<file path="src/rtl/err_queue.sv">
module err_queue #(
  parameter int DEPTH   = 8,
  parameter int CODE_W  = 16,
  parameter int IDX_W   = 8,
  parameter int OVF_VAL = -350,
  parameter logic [IDX_W-1:0] OVF_IDX = '1
) (
  input  logic              clk,
  input  logic              rst_n,
  input  logic              clr,
  input  logic              push_en,
  input  logic [CODE_W-1:0] push_code,
  input  logic [IDX_W-1:0]  push_idx,
  input  logic              pop_en,
  output logic [CODE_W-1:0] head_code,
  output logic [IDX_W-1:0]  head_idx,
  output logic              not_empty
);
  localparam int AW = (DEPTH > 1) ? $clog2(DEPTH) : 1;
  localparam int CW = $clog2(DEPTH + 1);
  localparam logic [CW-1:0] FULL_CNT = CW'(DEPTH);
  localparam logic [AW-1:0] LAST_PTR = AW'(DEPTH - 1);
  localparam logic [CODE_W-1:0] OVF_CODE = CODE_W'(OVF_VAL);

  logic [CODE_W-1:0] code_mem [DEPTH];
  logic [IDX_W-1:0]  idx_mem  [DEPTH];
  logic [AW-1:0] wr_ptr, rd_ptr, last_ptr;
  logic [CW-1:0] cnt;
  logic ovf_mark;
  logic full, do_pop, do_push, do_ovf;

  assign full     = (cnt == FULL_CNT);
  assign do_pop   = pop_en && (cnt != '0);
  assign do_push  = push_en && (!full || do_pop);
  assign do_ovf   = push_en && full && !do_pop && !ovf_mark;
  assign last_ptr = (wr_ptr == '0) ? LAST_PTR : wr_ptr - 1'b1;

  assign not_empty = (cnt != '0);
  assign head_code = not_empty ? code_mem[rd_ptr] : '0;
  assign head_idx  = not_empty ? idx_mem[rd_ptr]  : '0;

  function automatic logic [AW-1:0] nxt(input logic [AW-1:0] p);
    return (p == LAST_PTR) ? '0 : p + 1'b1;
  endfunction

  always_ff @(posedge clk or negedge rst_n) begin
    if (!rst_n) begin
      wr_ptr   <= '0;
      rd_ptr   <= '0;
      cnt      <= '0;
      ovf_mark <= 1'b0;
    end else if (clr) begin
      wr_ptr   <= '0;
      rd_ptr   <= '0;
      cnt      <= '0;
      ovf_mark <= 1'b0;
    end else begin
      if (do_push) wr_ptr <= nxt(wr_ptr);
      if (do_pop)  rd_ptr <= nxt(rd_ptr);
      if (do_ovf)  ovf_mark <= 1'b1;
      else if (do_pop) ovf_mark <= 1'b0;
      cnt <= cnt + CW'(do_push) - CW'(do_pop);
    end
  end

  always_ff @(posedge clk) begin
    if (!clr && do_push) begin
      code_mem[wr_ptr] <= push_code;
      idx_mem[wr_ptr]  <= push_idx;
    end else if (!clr && do_ovf) begin
      code_mem[last_ptr] <= OVF_CODE;
      idx_mem[last_ptr]  <= OVF_IDX;
    end
  end

  p_cnt_bound_r2: assert property (@(posedge clk) disable iff (!rst_n)
    cnt <= FULL_CNT);

  p_overflow_marker_r3: assert property (@(posedge clk) disable iff (!rst_n)
    (!clr && push_en && !pop_en && full && !ovf_mark)
    |=> (ovf_mark && full && $stable(rd_ptr) && $stable(wr_ptr)));

  p_discard_r4: assert property (@(posedge clk) disable iff (!rst_n)
    (!clr && push_en && !pop_en && full && ovf_mark)
    |=> (full && $stable(head_code) && $stable(head_idx) && $stable(wr_ptr)));

  p_empty_pop_r5: assert property (@(posedge clk) disable iff (!rst_n)
    (!clr && !push_en && !not_empty) |=> !not_empty);

  p_full_push_pop_r6: assert property (@(posedge clk) disable iff (!rst_n)
    (!clr && push_en && pop_en && full) |=> (full && !ovf_mark));

  p_push_flag_r7: assert property (@(posedge clk) disable iff (!rst_n)
    (!clr && push_en) |=> not_empty);

  p_clear_r8: assert property (@(posedge clk) disable iff (!rst_n)
    clr |=> (!not_empty && head_code == '0 && head_idx == '0));
endmodule

</file>
<file path="config.mk">
export PLATFORM = sky130hd
export DESIGN_NAME = err_queue
export DESIGN_NICKNAME = d
export VERILOG_FILES = /design/src/rtl/err_queue.sv
export SDC_FILE = /design/constraint.sdc
export NUM_CORES = 1
export LEC_CHECK = 0
export ABC_AREA = 1
export BUFFER_PORTS_ARGS = -buffer_cell sky130_fd_sc_hd__buf_4
export CELL_PAD_IN_SITES_DETAIL_PLACEMENT = 1
export CELL_PAD_IN_SITES_GLOBAL_PLACEMENT = 2
export CORE_AREA = 2 2 165 151
export DETAILED_ROUTE_END_ITERATION = 10
export DIE_AREA = 0 0 167 153
export PLACE_DENSITY = 0.86
export SLEW_MARGIN = 20
export SYNTH_ARGS = -nofsm -noshare
export SYNTH_HDL_FRONTEND = slang
export SYNTH_SLANG_ARGS = --single-unit
</file>
<file path="constraint.sdc">
create_clock -name clk -period 2.7 [get_ports clk]
set_input_delay 0.675 -clock clk [delete_from_list [all_inputs] [get_ports clk]]
set_output_delay 0.675 -clock clk [all_outputs]
set_load 0.05 [all_outputs]
</file>
Word-level counts from Yosys, hierarchy flattened
Memories as Yosys holds them, arrays and structs flattened.
Cells that the tools add are included.
{"block": "totals", "ff_bits": 11, "latch_bits": 0, "ramBits": 192, "rom_bits": 0, "memories": 2}
{"block": "classes", "add_sub_neg": 5, "multipliers": 0, "div": 0, "magnitude_cmp": 0, "eq_ne": 3, "shifts": 0, "mux": 24, "bitwise_logic": 0, "reduce_logical": 19}
{"memory": "code_mem", "words": 8, "word_bits": 16, "read_ports": 1, "rd_ports_with_merged_regs": 0, "write_ports": 1, "line": "25", "rtl": "logic [CODE_W-1:0] code_mem [DEPTH];"}
{"memory": "idx_mem", "words": 8, "word_bits": 8, "read_ports": 1, "rd_ports_with_merged_regs": 0, "write_ports": 1, "line": "26", "rtl": "logic [IDX_W-1:0] idx_mem [DEPTH];"}
{"op": "$mux 16", "count": 2}
{"op": "$mux 3", "count": 9}
{"op": "$mux 8", "count": 2}
{"op": "$reduce_or 16->1", "count": 1}
{"op": "$mux 1", "count": 10}
{"op": "$reduce_or 8->1", "count": 1}
{"op": "$logic_and 1x1->1", "count": 7}
{"op": "$add 3x1->3 const B", "count": 2}
{"op": "$eq 3x3->1 const B", "count": 2}
{"op": "$add 4x1->4", "count": 1}
{"op": "$eq 4x4->1 const B", "count": 1}
{"op": "$logic_not 1->1", "count": 4}
{"op": "$mux 4", "count": 1}
{"op": "$reduce_bool 2->1", "count": 2}
{"op": "$reduce_bool 4->1", "count": 1}
{"op": "$sub 4x1->4", "count": 1}
{"op": "$logic_not 3->1", "count": 1}
{"op": "$reduce_bool 3->1", "count": 1}
{"op": "$sub 3x1->3 const B", "count": 1}
{"op": "$logic_or 1x1->1", "count": 1}

Depth between registers and ports, before layout
{"block": "depth", "depth_word": 11, "mapped_depth": 14, "depth_no_buf": 14}

Least setup slack after synthesis
Ideal clock, no wire load.
{"block": "synth_path", "path_kind": "reg2out", "startpoint": "reg cnt[2]", "endpoint": "out head_code[13]", "arrival_time_ns": 2.164, "required_time_ns": 2.025, "slack_ns": -0.139, "stages_incl_launch_ff": 7, "path_cell_list": "dfrtp_1 inv_1 ha_1 nand2_1 clkbuf_1 o21ai_0 nor2_1"}
{"block": "synth_via", "elab_chain_len": 2}
{"item": "from (decl)", "line": "28", "rtl": "logic [CW-1:0] cnt;"}
{"item": "from (signal assigned)", "line": "62", "rtl": "cnt <= cnt + CW'(do_push) - CW'(do_pop);"}
{"item": "$reduce_bool 4->1", "line": "38", "rtl": "assign not_empty = (cnt != '0);"}
{"item": "net not_empty", "line": "17", "rtl": "output logic not_empty"}
{"item": "$mux 16", "line": "39", "rtl": "assign head_code = not_empty ? code_mem[rd_ptr] : '0;"}
{"item": "to (decl)", "line": "15", "rtl": "output logic [CODE_W-1:0] head_code,"}
The timed path passes the listed nets, and every way through them passes these cells.

Worst setup path in the final report
{"block": "layout_path", "startpoint": "reg rd_ptr[0]", "endpoint": "out head_idx[6]"}
{"block": "layout_via", "elab_chain_len": 2}
{"item": "from (decl)", "line": "27", "rtl": "logic [AW-1:0] wr_ptr, rd_ptr, last_ptr;"}
{"item": "from (signal assigned)", "line": "59", "rtl": "if (do_pop) rd_ptr <= nxt(rd_ptr);"}
{"item": "$mem_v2 8x8"}
{"item": "$mux 8", "line": "40", "rtl": "assign head_idx = not_empty ? idx_mem[rd_ptr] : '0;"}
{"item": "to (decl)", "line": "16", "rtl": "output logic [IDX_W-1:0] head_idx,"}
No other way between the ends.

==> results.yml <==
global_route:
  grt_pass1_vias: 6494
  met1_usage_pct: 24.9
  gr-usage-met3_pct: 2.59
  top_usage_layer: "met2"
  grt_remaining_overflow: 0
  grtUsageMet2_pct: 33.6
  grt_antenna_before_repair: 0
  grt_use_total_pct: 19.4
  grt_max_degree: 47
  grt_pass1_wl_um: 37900
layout:
  syn2layout_area_growth_pct: 25.9
  seqCellArea_um2: 6040
  antennaDiodeCount: 0
  multi_input_area_um2: 2430
  nets: 899
  fill_cells: 2493
  layout-drive-gt1-share_pct: 22.3
job:
  maxCapViolCount: 0
clock_network:
  cts_buffer_depth: 3
  cts.sinks: 203
  clk_latency_ns: 0.51
  cts_tree: "done"
  htreeDepth: 1
  clk_pin_slew_ns: 0.06
  cts_buffers: 23
  ctsRootBufferMaster: "clkbuf_16"
power_and_ir_drop:
  p_leak_nw: 4.09
  switching_share_pct: 39.4
  power.share.sequential_pct: 31.5
  power_switching_mw: 4.74
  p_clk_share_pct: 24.0
  comb_power_share_pct: 44.5
  power.internal_mw: 7.28
  powerDensity_nw_per_um2: 1100
  p_total_mw: 12.0
  worst_ir_drop_vdd_mv: 0.778
sta:
  hold_viol_final: 0
  final.period_utilization_pct: 102
  skew_ns: 0.00909
  finalCriticalPeriod_ns: 2.76
  rsz0062_at_grt: "true"
  setup_viol_count_final: 21
  slew_headroom_pct: 70.4
  worst_slack_ns: -0.0649
  worst_pin_slew_ns: 0.443
  slew_violations: 0
  max_freq_ghz: 0.362
  tns_ns: -0.621
yosys:
  syn_area_um2: 8720
  synth.largest_area_cell: "edfxtp_1"
  synth_common_cells: "nor2_1, edfxtp_1, o21ai_0, nand2_1, inv_1"
  avgSynthCellArea_um2: 11.2
  synth_seq_cells: 203
  synth_area_leaders: "edfxtp_1, nor2_1, o21ai_0"
  synth_warnings: 0
  synth.most_common_cell: "nor2_1"
  synth-edff-count: 192
  synth.net_count: 816
  yosysSeqAreaShare_pct: 69.3
  syn-instance-count: 775
  async_reset_ff_share_pct: 5.42
  yosys.area.top_type_share_pct: 66.1
  synth.distinct_cells: 26
  synth_flop_cell: "edfxtp_1"
worst_setup_path:
  endpoint_kind: "output port"
  cp_max_fo: 6
  path_cells: "buf_12 > buf_16 > buf_16 > nor2_4 > nor2_1 > o21ai_1 > o21ai_1 > nor2_1 > nor2_2 > buf_6"
  cp_num_buf_inv: 4
  critPathArrivalTime_ns: 2.09
  cp_slowest_stage_delay_ns: 0.37
  cp_top_family: "buffers and inverters"
  r2r_end: "idx_mem[4][4]$_DFFE_PP_"
  timing.setup.critical_path_class: "reg -> out"
  regToRegSetupSlack_ns: 0.39
  cpMaxStageDelayCell: "dfrtp_2"
  crit_required_ns: 2.03
  r2r_cells: 10
  reg2reg_from: "cnt[2]$_DFF_PN0_"
  start_kind: "register"
  crit_cells: 10
floorplan:
  die_w_um: 167
  start_util_pct: 36.5
  core_um2: 23900
  ios: 54
  die_y_um: 153
  row_count: 54
  die_area_um2: 25600
routing:
  post_drt_wl_per_cell_um: 20.9
  antenna_left: 0
  drc_errors: 0
  firstDrtPassIters: 4
  viasPerCell: 5.20
  vias: 6143
  drtIter0Drc: 402
  postRouteWirelength_um: 24700
place:
  dp_hpwl_um: 13500
  place_ws_ns: 0.300
  gp_congestion: 0.760
  portBuffers: 53
outcome:
  status: "finished, violations left"
  violations: "negative setup slack"
worst_hold_path:
  hp-start: "clr"
  min_to: "cnt[1]$_DFF_PN0_"
  hp-class: "in -> reg"
  holdPathStages: 2
==> routing by layer <==
metal	vias up	wire [um]
met2	156	12200
li1	2848	-
met4	0	735
met3	50	1040
met5	-	0
met1	3089	10700
==> how the worst max path moves through the flow <==
| stage | to | slack, ns | from |
|---|---|---|---|
| 2_1_floorplan | code_mem[4][0]$_DFFE_PP_ | -0.07 | clr |
| 3_3_place_gp | head_idx[2] | 0.36 | rd_ptr[0]$_DFFE_PN0P_ |
| 3_5_place_dp | code_mem[0][14]$_DFFE_PP_ | 0.30 | clr |
| 4_1_cts | head_code[10] | -0.05 | rd_ptr[0]$_DFFE_PN0P_ |
| 5_1_grt | head_code[7] | -0.19 | rd_ptr[0]$_DFFE_PN0P_ |
| 6_report | head_idx[6] | -0.06 | rd_ptr[0]$_DFFE_PN0P_ |
==> cells in the final DEF (no fill, tap or decap), types with 3 or more instances in the layout <==
master	n
clkbuf_16	25
inv_1	43
nor2_2	38
dfrtp_1	9
ha_1	11
clkinv_1	5
buf_6	27
buf_8	3
buf_12	5
o21ai_2	3
nand2_2	5
buf_4	50
nand4_1	6
buf_16	13
clkbuf_1	7
nand2_1	62
a21oi_1	3
o21ai_1	94
nand3_1	8
o21ai_0	73
nor2_4	10
nand2_4	4
edfxtp_1	192
nor2_1	162
==> cells by family (layout without fill, tap and decap cells) <==
| family | count (synthesis) | after routing | share of synthesized area, % |
|---|---|---|---|
| buffers and inverters | 88 | 187 | 4.81 |
| flip-flops | 203 | 203 | 69.3 |
| AND/OR/NAND/NOR | 298 | 298 | 14.1 |
| adder cells (fa/ha/maj) | 12 | 12 | 1.81 |
| XOR/XNOR | 1 | 1 | 0.100 |
| AO/OA/AOI/OAI | 173 | 173 | 9.93 |
==> worst reg2reg max path, delay by kind of cell, from the launching register on <==
family                     cells  cell delay, ns
adders and majority gates      1            0.19
and+or+nand+nor                7            1.11
DFF                            1            0.32
buffers and inverters          2            0.35
==> state kept, by name, summed over array words and instances, names as in the netlist <==
name / flops
cnt: 4
ovf_mark: 1
wr_ptr: 3
rd_ptr: 3
idx_mem: 64
code_mem: 128
==> final cells by class <==
type	count	area share [%]
clock buffer	30	5.48
clock inverter	11	0.752
inverter	45	1.71
multi-input combinational	484	22.2
sequential	203	55.1
tap	308	3.51
timing repair buffer	101	11.3
==> power groups by stage <==
stage                     logic, mW  registers (mW)  clock network, mW
after floorplan                2.93            3.80                  0
after global placement         4.10            3.84                  0
after detailed placement       4.18            3.85                  0
after CTS                      5.22            3.78               2.92
after global routing           5.76            3.80               3.05
final                          5.35            3.78               2.88
==> metrics by stage <==
step	instance area [um2]	std cells	hold WS (ns)	utilization, %
6_report	11000	1182	0.390	46.0
5_1_grt	11000	1182	0.390	46.0
4_1_cts	10900	1180	0.376	45.5
3_5_place_dp	9580	1123	0.526	40.1
3_3_place_gp	9580	1123	0.524	40.1
2_1_floorplan	8740	775	0.379	-
==> what timing repair did <==
item                                   4_1_cts  5_1_grt
buffers inserted                             5        0
resized for setup                          138       35
gates cloned                                10        2
pin swaps                                   33       28
endpoints found under the hold margin       11        0
setup endpoints to repair                   24       24
hold buffers                                 1        0
(Power assumes the default switching activity.)
